## src/rtl/addr_window_decoder.sv

```systemverilog
module addr_window_decoder #(
  parameter int NWIN = 8,
  parameter int AW   = 32,
  parameter int TW   = 4
) (
  input  logic                    clk,
  input  logic                    rst_n,
  input  logic                    reg_wr,
  input  logic [4:0]              reg_addr,
  input  logic [31:0]             reg_wdata,
  output logic [31:0]             reg_rdata,
  input  logic                    req_valid,
  input  logic [AW-1:0]           req_addr,
  input  logic                    req_write,
  output logic                    rsp_valid,
  output logic                    rsp_hit,
  output logic [$clog2(NWIN)-1:0] rsp_win,
  output logic [TW-1:0]           rsp_target,
  output logic [7:0]              rsp_attr,
  output logic                    rsp_rd_ok,
  output logic                    rsp_wr_ok,
  output logic                    rsp_miss_err,
  output logic                    rsp_prot_err
);
  localparam int IW   = $clog2(NWIN);
  localparam int HW   = AW - 16;
  localparam int BOFS = 8;
  localparam int SOFS = 16;

  logic [NWIN-1:0] en_q;
  logic [1:0]      acc_q  [NWIN];
  logic [HW-1:0]   base_q [NWIN];
  logic [HW-1:0]   size_q [NWIN];
  logic [7:0]      attr_q [NWIN];
  logic [TW-1:0]   tgt_q  [NWIN];

  always_ff @(posedge clk or negedge rst_n) begin
    if (!rst_n) begin
      en_q <= '0;
      for (int i = 0; i < NWIN; i++) begin
        acc_q[i]  <= '0;
        base_q[i] <= '0;
        size_q[i] <= '0;
        attr_q[i] <= '0;
        tgt_q[i]  <= '0;
      end
    end else if (reg_wr) begin
      if (reg_addr == 5'd0) begin
        for (int i = 0; i < NWIN; i++) begin
          en_q[i]  <= reg_wdata[i];
          acc_q[i] <= reg_wdata[16+2*i +: 2];
        end
      end
      for (int i = 0; i < NWIN; i++) begin
        if (reg_addr == 5'(BOFS + i)) begin
          base_q[i] <= reg_wdata[31 -: HW];
          attr_q[i] <= reg_wdata[15:8];
          tgt_q[i]  <= reg_wdata[TW-1:0];
        end
        if (reg_addr == 5'(SOFS + i))
          size_q[i] <= reg_wdata[31 -: HW];
      end
    end
  end

  always_comb begin
    reg_rdata = '0;
    if (reg_addr == 5'd0)
      for (int i = 0; i < NWIN; i++) begin
        reg_rdata[i]            = en_q[i];
        reg_rdata[16+2*i +: 2]  = acc_q[i];
      end
    for (int i = 0; i < NWIN; i++) begin
      if (reg_addr == 5'(BOFS + i)) begin
        reg_rdata[31 -: HW]   = base_q[i];
        reg_rdata[15:8]       = attr_q[i];
        reg_rdata[TW-1:0]     = tgt_q[i];
      end
      if (reg_addr == 5'(SOFS + i))
        reg_rdata[31 -: HW]   = size_q[i];
    end
  end

  logic [NWIN-1:0] hit;
  for (genvar g = 0; g < NWIN; g++) begin : g_match
    assign hit[g] = en_q[g] && ((req_addr[AW-1:16] & ~size_q[g]) == base_q[g]);
  end

  logic          any_hit;
  logic [IW-1:0] win;
  always_comb begin
    any_hit = 1'b0;
    win     = '0;
    for (int i = NWIN - 1; i >= 0; i--)
      if (hit[i]) begin
        any_hit = 1'b1;
        win     = IW'(i);
      end
  end

  wire [1:0] sel_acc = any_hit ? acc_q[win] : 2'b00;
  wire       denied  = any_hit && (req_write ? !sel_acc[1] : !sel_acc[0]);
  logic unused_low;
  assign unused_low = ^req_addr[15:0];

  always_ff @(posedge clk or negedge rst_n) begin
    if (!rst_n) begin
      rsp_valid    <= 1'b0;
      rsp_hit      <= 1'b0;
      rsp_win      <= '0;
      rsp_target   <= '0;
      rsp_attr     <= '0;
      rsp_rd_ok    <= 1'b0;
      rsp_wr_ok    <= 1'b0;
      rsp_miss_err <= 1'b0;
      rsp_prot_err <= 1'b0;
    end else begin
      rsp_valid    <= req_valid;
      rsp_hit      <= req_valid && any_hit;
      rsp_win      <= (req_valid && any_hit) ? win : '0;
      rsp_target   <= (req_valid && any_hit) ? tgt_q[win] : '0;
      rsp_attr     <= (req_valid && any_hit) ? attr_q[win] : '0;
      rsp_rd_ok    <= req_valid && sel_acc[0];
      rsp_wr_ok    <= req_valid && sel_acc[1];
      rsp_miss_err <= req_valid && !any_hit;
      rsp_prot_err <= req_valid && denied;
    end
  end

  p_rsp_follows_r5: assert property (@(posedge clk) disable iff (!rst_n)
    req_valid |=> rsp_valid);
  p_idle_quiet_r10: assert property (@(posedge clk) disable iff (!rst_n)
    !req_valid |=> (!rsp_valid && !rsp_miss_err && !rsp_prot_err));
  p_miss_quiet_r6: assert property (@(posedge clk) disable iff (!rst_n)
    rsp_miss_err |-> (!rsp_hit && rsp_attr == 8'h00 && rsp_target == '0 && !rsp_rd_ok && !rsp_wr_ok));
  p_prot_on_hit_r8: assert property (@(posedge clk) disable iff (!rst_n)
    rsp_prot_err |-> (rsp_hit && !rsp_miss_err));
  p_hit_not_miss_r4: assert property (@(posedge clk) disable iff (!rst_n)
    rsp_valid |-> (rsp_hit != rsp_miss_err));
  p_ctrl_hold_r2: assert property (@(posedge clk) disable iff (!rst_n)
    !reg_wr |=> $stable(en_q));
endmodule

```

## config.mk

```make
export PLATFORM = sky130hd
export DESIGN_NAME = addr_window_decoder
export DESIGN_NICKNAME = d
export VERILOG_FILES = /design/src/rtl/addr_window_decoder.sv
export SDC_FILE = /design/constraint.sdc
export NUM_CORES = 1
export LEC_CHECK = 0
export ABC_AREA = 1
export ABC_CLOCK_PERIOD_IN_PS = 3750
export BUFFER_PORTS_ARGS = -buffer_cell sky130_fd_sc_hd__buf_4
export CAP_MARGIN = 20
export CELL_PAD_IN_SITES_DETAIL_PLACEMENT = 0
export CELL_PAD_IN_SITES_GLOBAL_PLACEMENT = 1
export CORE_AREA = 2 2 212 214
export CTS_CLUSTER_SIZE = 14
export DETAILED_ROUTE_END_ITERATION = 6
export DIE_AREA = 0 0 214 216
export PLACE_DENSITY = 0.93
export SLEW_MARGIN = 20
export SYNTH_ARGS = -nofsm -noshare
export SYNTH_HDL_FRONTEND = slang
export SYNTH_SLANG_ARGS = --single-unit
```

## constraint.sdc

```tcl
create_clock -name clk -period 3.75 [get_ports clk]
set_input_delay 0.5625 -clock clk [delete_from_list [all_inputs] [get_ports clk]]
set_output_delay 0.5625 -clock clk [all_outputs]
set_load 0.02 [all_outputs]
```

==> results.py, run 1 <==
metrics = {
    "clock_network": {
        "cts-root-buf": "clkbuf_16",
        "cts_sinks": 397,
        "h-tree-depth": 2,
        "clock_path_buffers": 3,
        "cts_tree": "done",
        "cts_buffers": 46,
        "clk_pin_slew_worst_paths_ps": 50,
        "clk_latency_ps": 610,
    },
    "worst_setup_path": {
        "ff2ff_setup_slack_ps": 760,
        "crit_path_max_fanout": 8,
        "cp.arrival_ps": 3150,
        "cp_top_family": "simple AND/OR/NAND/NOR gates",
        "ff2ff_path_depth": 14,
        "max_stage_delay_ps": 530,
        "critical_path_class": "primary input to output pin",
        "worst_setup_path_start_kind": "primary input",
        "r2r_end": "rsp_target[2]",
        "worstPathCellList": "buf_4 > inv_2 > buf_4 > nor3_1 > inv_1 > nor2_1 > nor4_1 > nand4_1 > a2111oi_0 > buf_4 > nand4_1 > nand2_1 > nand3_1 > buf_4",
        "cp_common_cell": "buf_4",
        "cp.buffers_inverters": 6,
        "required_ps": 3190,
        "cpMaxStageDelayCell": "a2111oi_0",
        "cp-end-kind": "output pin",
        "crit-reg2reg-launch": "size_q[4]",
    },
    "timing": {
        "period_minus_slack_ps": 3710,
        "max_freq_mhz": 270,
        "rsz0062_at_grt": "false",
        "setup_viol": 0,
        "clock_skew_ps": 19.6,
        "slew_headroom": 0.306,
        "hold_violations": 0,
        "min_period_over_period": 0.989,
        "slew_violations": 0,
        "fin_setup_tns_ps": 0,
        "worstMarginPinSlew_ps": 1040,
    },
    "drt": {
        "drtIter0Drc": 2329,
        "drc": 0,
        "routed_wirelength_microns": 72700,
        "final_antenna_net_count": 0,
        "wl_per_cell_microns": 20.3,
        "viasPerCell": 5.66,
        "dr.pass1.iters": 6,
        "via_count": 20249,
    },
    "grt": {
        "grt_overflow": 0,
        "antenna_found_initial": 0,
        "grtUsageTotal": 0.315,
        "grt_pass1_vias": 19086,
        "grt_pass1_wl_microns": 112000,
        "grt_max_degree": 85,
    },
    "hold_path": {
        "min-delay-start": "req_valid",
        "hp-class": "primary input to flip-flop",
        "min_to": "rsp_valid",
        "min_path_cells": 1,
    },
    "die": {
        "core_area_sq_mm": 0.0438,
        "num_rows": 77,
        "die_y_microns": 216,
        "dieArea_sq_mm": 0.0462,
        "die_x_microns": 214,
        "ios": 127,
        "initial_core_util": 0.484,
    },
    "final_layout": {
        "register_area_sq_mm": 0.00993,
        "syn_to_final_growth_pct": 14.9,
        "utilization": 0.557,
        "multi_input_area_sq_mm": 0.00958,
        "n_antenna_cell": 0,
        "fillers": 4135,
        "layout-drive-gt1-share": 0.103,
        "fin_nets": 3025,
    },
    "yosys": {
        "syn_nets": 2947,
        "synth-main-ff-cell": "dfrtp_1",
        "syn-instance-count": 2873,
        "avgSynthCellArea_sq_um": 7.39,
        "synth_cell_type_count": 47,
        "yosys_warnings": 0,
        "synth_edf_count": 0,
        "synthArstFlopShare": 1.00,
        "syn-cell-area_sq_mm": 0.0212,
        "ys_ff_latch": 397,
        "seq_area_frac_synth": 0.468,
    },
    "placement": {
        "hpwl_microns": 53400,
        "port-buffer-count": 110,
        "place_congestion": 0.972,
    },
    "pwr": {
        "leakage_uw": 0.0117,
        "pwr_density_cell_mw_per_mm2": 523,
        "vdd_drop_max_mv": 0.369,
    },
    "outcome": {
        "status": "finished clean",
    },
    "flow_run": {
        "drv_cap": 0,
    },
}
[Yosys cell counts, types with 9 or more instances]
cell | count | area (sq um)
inv_1 | 275 | 1030
dfrtp_1 | 397 | 9930
o211ai_1 | 9 | 67.6
o21ai_1 | 31 | 155
o2111ai_1 | 30 | 263
o22ai_1 | 9 | 56.3
nand3_1 | 146 | 731
nor3_1 | 45 | 225
nand2_1 | 919 | 3450
nor2_1 | 129 | 484
a21oi_1 | 83 | 415
xor2_1 | 28 | 245
clkbuf_1 | 121 | 454
o21ai_2 | 11 | 96.3
xnor2_1 | 15 | 131
nand3b_1 | 20 | 150
inv_2 | 10 | 37.5
o21ai_0 | 425 | 2130
nand4_1 | 64 | 400
buf_2 | 18 | 90.1
nor4_1 | 16 | 100
[report_power, final]
group          total [uW]  switching, uW  leakage [uW]  internal, uW
Combinational        2460           1560       0.00577           905
Sequential           5720            672       0.00516          5040
Clock                4570           1920      0.000743          2660
Total               12800           4150        0.0117          8600
[worst max path at each step]
stage | cells past startpoint | start | slack (ps) | end
2_1_floorplan | 12 | reg_addr[0] | 1000 | reg_rdata[16]
3_3_place_gp | 15 | reg_addr[4] | 160 | reg_rdata[19]
3_5_place_dp | 14 | reg_addr[4] | 120 | reg_rdata[24]
4_1_cts | 14 | reg_addr[2] | 60 | reg_rdata[24]
5_1_grt | 14 | reg_addr[4] | 4 | reg_rdata[24]
6_report | 14 | reg_addr[4] | 40 | reg_rdata[24]
[metrics by stage]
stage	std cells	total power [uW]	hold WS [ps]	setup slack, ps	instance area (sq um)
after floorplan	2873	7240	267	998	21200
after global placement	3493	8100	466	155	22900
after detailed placement	3493	8200	472	119	22900
after CTS	3578	12800	49.0	55.6	24400
after global routing	3579	13400	62.9	4.04	24400
final	3579	12800	78.7	42.0	24400
[state kept, by name, summed over array words and instances, names as in the netlist, 3 cells and up]
register	count
acc_q	16
attr_q	64
base_q	128
en_q	8
rsp_attr	8
rsp_target	4
rsp_win	3
size_q	128
tgt_q	32
[area by class of cell]
class | count | share of cell area
inverter | 287 | 0.0445
sequential | 397 | 0.407
clock buffer | 69 | 0.0540
clock inverter | 15 | 0.00810
multi-input combinational | 2035 | 0.393
tap | 592 | 0.0304
timing repair buffer | 184 | 0.0632
[layer usage]
layer | global-route usage | wire, microns | vias to the layer above
met1 | 0.439 | 31400 | 9669
met3 | 0.0457 | 5380 | 162
met4 | 0.130 | 2800 | 0
met2 | 0.496 | 33100 | 854
met5 | 0 | 0 | -
li1 | - | - | 9564
[logic make-up (layout without fill, tap and decap cells)]
| group | count (synthesis) | count (layout) | share of synthesized area |
|---|---|---|---|
| AO/OA/AOI/OAI | 617 | 617 | 0.157 |
| buffers and inverters | 441 | 555 | 0.0828 |
| AND/OR/NAND/NOR | 1375 | 1375 | 0.274 |
| flip-flops | 397 | 397 | 0.468 |
| XOR/XNOR | 43 | 43 | 0.0177 |
[cell usage in the layout, fill, tap and decap left out, drive strengths merged, types with 2 or more instances in the layout]
cell / netlist / layout
nand3b: 20 / 20
nand4: 64 / 64
a221oi: 5 / 5
buf: 33 / 183
o31ai: 2 / 2
nor3b: 6 / 6
o2111ai: 30 / 30
nor2: 131 / 131
bufinv: 0 / 3
a2111oi: 5 / 5
xor2: 28 / 28
or3: 2 / 2
inv: 287 / 289
clkbuf: 121 / 69
nand2: 923 / 923
xnor2: 15 / 15
a211oi: 2 / 2
nor3: 47 / 47
dfrtp: 397 / 397
clkinvlp: 0 / 2
or2: 7 / 7
o21ai: 467 / 467
and3: 3 / 3
nor4b: 3 / 3
nor4: 16 / 16
a21oi: 86 / 86
nand3: 151 / 151
clkinv: 0 / 8
o22ai: 9 / 9
o211ai: 9 / 9
[repair_timing]
| action | CTS | global route |
|---|---|---|
| hold endpoints to repair | 32 | 0 |
| hold buffers | 1 | 0 |
| gates resized for setup | 0 | 3 |
| setup endpoints to repair | 0 | 10 |
| setup buffers | 0 | 1 |
Note: power is estimated with default switching activity, not from simulation.
==> run 2, diff against run 1 <==
- ABC_CLOCK_PERIOD_IN_PS: 3750 -> default
- CORE_AREA: 2 2 212 214 -> 2 2 234 236
- DIE_AREA: 0 0 214 216 -> 0 0 236 238
- PLACE_DENSITY: 0.93 -> 0.8
- TNS_END_PERCENT: default -> 30
==> run 2 against run 1 <==
Net effect: wire length is 2.2% higher; cell count is 3.0% higher; utilization is 9.7 points lower; sequential cell count stayed put; critical path type unchanged.
==> results.py, run 2 (synthesized netlist as in run 1, its figures left out) <==
metrics = {
    "worst_setup_path": {
        "critical_path_class": "primary input to output pin",
        "critPathLaunch": "reg_addr[0]",
        "cp.arrival_ps": 3020,
        "required_ps": 3190,
        "cp-end-kind": "output pin",
        "crit-reg2reg-launch": "size_q[6]",
        "crit_path_max_fanout": 7,
        "worst_setup_path_start_kind": "primary input",
    },
    "timing": {
        "min_period_over_period": 0.955,
        "clock_skew_ps": 11.3,
        "fin_ws_ps": 168,
        "fin_setup_tns_ps": 0,
        "setup_viol": 0,
        "worstMarginPinSlew_ps": 1080,
        "slew_violations": 0,
        "max_freq_mhz": 279,
        "hold_violations": 0,
        "slew_headroom": 0.277,
        "rsz0062_at_grt": "false",
        "period_minus_slack_ps": 3580,
    },
    "placement": {
        "port-buffer-count": 110,
        "hpwl_microns": 55000,
        "dpl_cell_area_sq_mm": 0.0230,
        "place_congestion": 0.938,
        "pre_cts_slack_ps": 183,
    },
    "outcome": {
        "status": "finished clean",
    },
    "pwr": {
        "seqPwrFrac": 0.448,
        "leakage_uw": 0.0117,
        "finalPower_uw": 12700,
        "clock_power_share": 0.359,
        "p_int_uw": 8670,
        "vdd_drop_max_mv": 0.295,
        "pwr-share-comb": 0.193,
        "p_sw_frac": 0.319,
        "p_sw_uw": 4070,
        "pwr_density_cell_mw_per_mm2": 519,
    },
    "die": {
        "core_area_sq_mm": 0.0535,
        "num_rows": 85,
        "dieArea_sq_mm": 0.0562,
        "ios": 127,
        "die_y_microns": 238,
        "initial_core_util": 0.397,
        "die_x_microns": 236,
    },
    "drt": {
        "routed_wirelength_microns": 74400,
        "dr.pass1.iters": 6,
        "via_count": 19943,
        "drc": 0,
        "viasPerCell": 5.41,
        "final_antenna_net_count": 0,
        "wl_per_cell_microns": 20.2,
        "drtIter0Drc": 1956,
    },
    "hold_path": {
        "hp-class": "primary input to asynchronous set/reset pin",
    },
    "grt": {
        "grtUsageTotal": 0.265,
        "antenna_found_initial": 1,
        "grt_max_degree": 105,
        "grt_overflow": 0,
        "grt_pass1_wl_microns": 113000,
        "grt_pass1_vias": 18967,
    },
    "clock_network": {
        "hold_buffers": 0,
        "cts-root-buf": "clkbuf_16",
        "clk_latency_ps": 590,
        "cts_sinks": 397,
        "h-tree-depth": 2,
        "clock_path_buffers": 3,
        "cts_buffers": 46,
        "clk_pin_slew_worst_paths_ps": 60,
        "cts_tree": "done",
    },
    "final_layout": {
        "layout_commonest_cell": "nand2_1",
        "multi_input_area_sq_mm": 0.00959,
        "fillers": 5390,
        "syn_to_final_growth_pct": 15.7,
        "reg.largest.list": "base_q x128, size_q x128, attr_q x64",
        "design_area_sq_mm": 0.0246,
        "register_area_sq_mm": 0.00993,
        "utilization": 0.459,
        "layout-drive-gt1-share": 0.107,
        "mostFrequentLayoutCells": "912 x nand2_1, 425 x o21ai_0, 397 x dfrtp_1, 275 x inv_1, 175 x buf_4",
        "fin_nets": 3028,
        "n_antenna_cell": 0,
    },
    "flow_run": {
        "drv_cap": 0,
    },
}
==> run 2: path summary, 6_finish.rpt <==
path,to,slack [ps],depth (start not counted)
setup reg to reg,rsp_attr[1],770,13
min in group clk,rsp_valid,100,1
setup / recovery,reg_rdata[19],170,16
max in group asynchronous,base_q[113],2640,2
hold / removal,size_q[11],70,1
hold reg to reg,size_q[126],480,2
==> run 2: timing repair <==
item	in CTS	in global routing
resized for setup	0	1
setup endpoints to repair	0	1
setup buffers	0	0
==> run 2: worst max-delay path, stage by stage <==
cell and delay (ps):
buf_4 130, inv_1 50, nor2_1 50, inv_1 140
nor3_1 80, inv_1 310, nor2_1 80, nor4_1 270
buf_4 180, nand4_1 110, a2111oi_1 430, buf_4 200
nand4_1 80, nand2_1 110, nand3_1 80, buf_4 170
==> run 2: layout make-up <==
class / instances / area share
timing repair buffer: 187 / 0.0632
clock inverter: 13 / 0.00479
inverter: 287 / 0.0441
multi-input combinational: 2035 / 0.391
clock buffer: 70 / 0.0576
sequential: 397 / 0.404
tap: 696 / 0.0354
==> run 2: power groups by stage <==
stage / sequential [uW] / combinational [uW] / clock [uW]
CTS: 5700 / 2450 / 4660
global route: 5810 / 2800 / 4840
finish: 5720 / 2460 / 4570
global placement: 5730 / 2390 / 0
detailed placement: 5760 / 2450 / 0
floorplan: 5580 / 1670 / 0
==> run 2: per-stage QoR <==
| stage | cells | hold slack [ps] |
|---|---|---|
| 2_1_floorplan | 2873 | 267 |
| 3_3_place_gp | 3600 | 466 |
| 3_5_place_dp | 3600 | 473 |
| 4_1_cts | 3683 | 69.6 |
| 5_1_grt | 3685 | 72.3 |
| 6_report | 3685 | 66.4 |
==> run 2: layer usage <==
metal  up-vias  part of all wire  global-route usage
li1       9571                 -                   -
met1      9546              0.45               0.363
met2       671              0.45               0.424
met3       153             0.057              0.0370
met4         2             0.039               0.106
met5         -           0.00017                   0
==> run 3, diff against run 2 <==
- CORE_AREA: 2 2 234 236 -> 2 2 212 214
- CTS_CLUSTER_SIZE: 14 -> 10
- DIE_AREA: 0 0 236 238 -> 0 0 214 216
- PLACE_DENSITY: 0.8 -> 0.93
- SKIP_LAST_GASP: default -> 1
==> run 3 against run 2 <==
Net effect: count of clock-buffer cells in the layout is 13 lower; largest power group unchanged; clock skew is 17 ps higher; non-clock buffer count is 4 lower; sequential share of layout area is 0.64 points higher; utilization is 9.3 points higher.
==> results.py, run 3 (synthesized netlist as in run 1, its figures left out) <==
metrics = {
    "final_layout": {
        "layout-drive-gt1-share": 0.0981,
        "fin_nets": 3025,
        "fin_cells": 3558,
        "utilization": 0.552,
        "design_area_sq_mm": 0.0242,
        "mostFrequentLayoutCells": "916 x nand2_1, 425 x o21ai_0, 397 x dfrtp_1, 275 x inv_1, 169 x buf_4",
        "layout_commonest_cell": "nand2_1",
        "reg.largest.list": "base_q x128, size_q x128, attr_q x64",
        "syn_to_final_growth_pct": 13.9,
    },
    "flow_run": {
        "drv_cap": 0,
    },
    "timing": {
        "slew_headroom": 0.304,
        "setup_viol": 0,
        "worstMarginPinSlew_ps": 1040,
        "rsz0062_at_grt": "true",
        "period_minus_slack_ps": 3670,
        "slew_violations": 0,
        "hold_violations": 0,
        "min_period_over_period": 0.978,
        "max_freq_mhz": 273,
        "clock_skew_ps": 28.3,
    },
    "placement": {
        "port-buffer-count": 110,
        "dp.cells": 3493,
        "hpwl_microns": 53400,
        "place_congestion": 0.972,
        "dpl_cell_area_sq_mm": 0.0229,
    },
    "drt": {
        "via_count": 20101,
        "final_antenna_net_count": 0,
        "drtIter0Drc": 2380,
        "dr.pass1.iters": 6,
        "viasPerCell": 5.65,
        "wl_per_cell_microns": 20.4,
        "routed_wirelength_microns": 72500,
        "drc": 0,
    },
    "die": {
        "num_rows": 77,
        "core_area_sq_mm": 0.0438,
        "initial_core_util": 0.484,
        "dieArea_sq_mm": 0.0462,
        "ios": 127,
        "die_y_microns": 216,
        "die_x_microns": 214,
    },
    "pwr": {
        "finalPower_uw": 12400,
        "leakage_uw": 0.0116,
        "vdd_drop_max_mv": 0.360,
        "p_sw_frac": 0.328,
        "seqPwrFrac": 0.463,
        "clock_power_share": 0.339,
        "p_int_uw": 8300,
        "p_sw_uw": 4060,
        "pwr_density_cell_mw_per_mm2": 511,
        "pwr-share-comb": 0.199,
    },
    "worst_setup_path": {
        "required_ps": 3190,
        "cp-end-kind": "output pin",
        "cp.arrival_ps": 3110,
        "critical_path_class": "primary input to output pin",
        "crit_path_max_fanout": 10,
        "worst_setup_path_start_kind": "primary input",
    },
    "clock_network": {
        "cts-root-buf": "clkbuf_16",
        "cts_setup_buffers": 0,
        "clk_latency_ps": 610,
        "clock_path_buffers": 3,
        "cts_tree": "done",
        "cts_buffers": 47,
        "clk_pin_slew_worst_paths_ps": 50,
        "cts_sinks": 397,
        "h-tree-depth": 2,
    },
    "grt": {
        "grt_pass1_vias": 18997,
        "grt_max_degree": 85,
        "antenna_found_initial": 0,
        "grt_overflow": 0,
        "grtUsageTotal": 0.315,
        "grt_pass1_wl_microns": 112000,
    },
    "hold_path": {
        "hp-class": "primary input to flip-flop",
    },
    "outcome": {
        "status": "finished clean",
    },
}
-- run 3: cell types whose count changed in the layout (fill, tap and decap cells not counted), sizes merged --
cell / previous run / this run
bufinv: 2 / 1
dlygate4sd3: 0 / 1
diode: 0 / 1
clkinv: 10 / 1
clkbuf: 70 / 57
inv: 287 / 290
buf: 187 / 182
-- run 3: per-stage QoR --
step / setup slack [ps] / TNS [ps] / hold WS [ps]
6_report: 81.7 / 0 / 87.3
5_1_grt: -72.5 / -228 / 67.8
4_1_cts: 100 / 0 / 57.5
3_5_place_dp: 119 / 0 / 472
3_3_place_gp: 155 / 0 / 466
2_1_floorplan: 998 / 0 / 267
-- run 3: worst paths after layout --
path / end / cells after the start / slack [ps] / start
worst max-delay path: reg_rdata[29] / 15 / 80 / reg_addr[2]
worst min-delay path: rsp_valid / 1 / 90 / req_valid
worst max register to register: rsp_attr[1] / 14 / 760 / size_q[10]
worst min register to register: base_q[73] / 2 / 480 / base_q[73]
max in group asynchronous: acc_q[10] / 3 / 2240 / rst_n
min in group asynchronous: size_q[12] / 2 / 560 / rst_n
-- run 3: critical path, stage by stage --
cell	delay [ps]
buf_4	90
inv_1	50
nand3_1	90
inv_1	60
nand2_1	310
inv_1	320
a21oi_1	250
nand3_1	120
o22ai_1	190
o2111ai_1	230
a21oi_1	190
o211ai_1	110
a21oi_1	230
nand3_1	100
buf_4	170
-- run 3: final cells by class --
| class | instances | area, sq um |
|---|---|---|
| Timing Repair Buffer | 183 | 1530 |
| Multi-Input combinational cell | 2035 | 9580 |
| Clock inverter | 6 | 91.3 |
| Inverter | 287 | 1080 |
| Clock buffer | 57 | 1220 |
| Tap cell | 592 | 741 |
| Fill cell | 4163 | 19700 |
| Sequential cell | 397 | 9930 |
| Antenna cell | 1 | 2.50 |
-- run 3: timing repair --
item,CTS,global route
endpoints found under the hold margin,26,0
resized for setup,0,1
endpoints found under the setup margin,0,6
hold buffers,1,0
-- run 3: metal layers --
metal	vias to the layer above	GRT usage	part of all wire
met5	-	0	0
met2	882	0.497	0.45
met1	9524	0.440	0.43
li1	9540	-	-
met4	0	0.125	0.036
met3	155	0.0426	0.081
-- run 3: power by group through the flow --
stage | clock network [uW] | registers (uW) | logic, uW
6_report | 4190 | 5720 | 2460
3_5_place_dp | 0 | 5760 | 2440
5_1_grt | 4430 | 5820 | 2790
2_1_floorplan | 0 | 5580 | 1670
3_3_place_gp | 0 | 5730 | 2370
4_1_cts | 4260 | 5700 | 2450
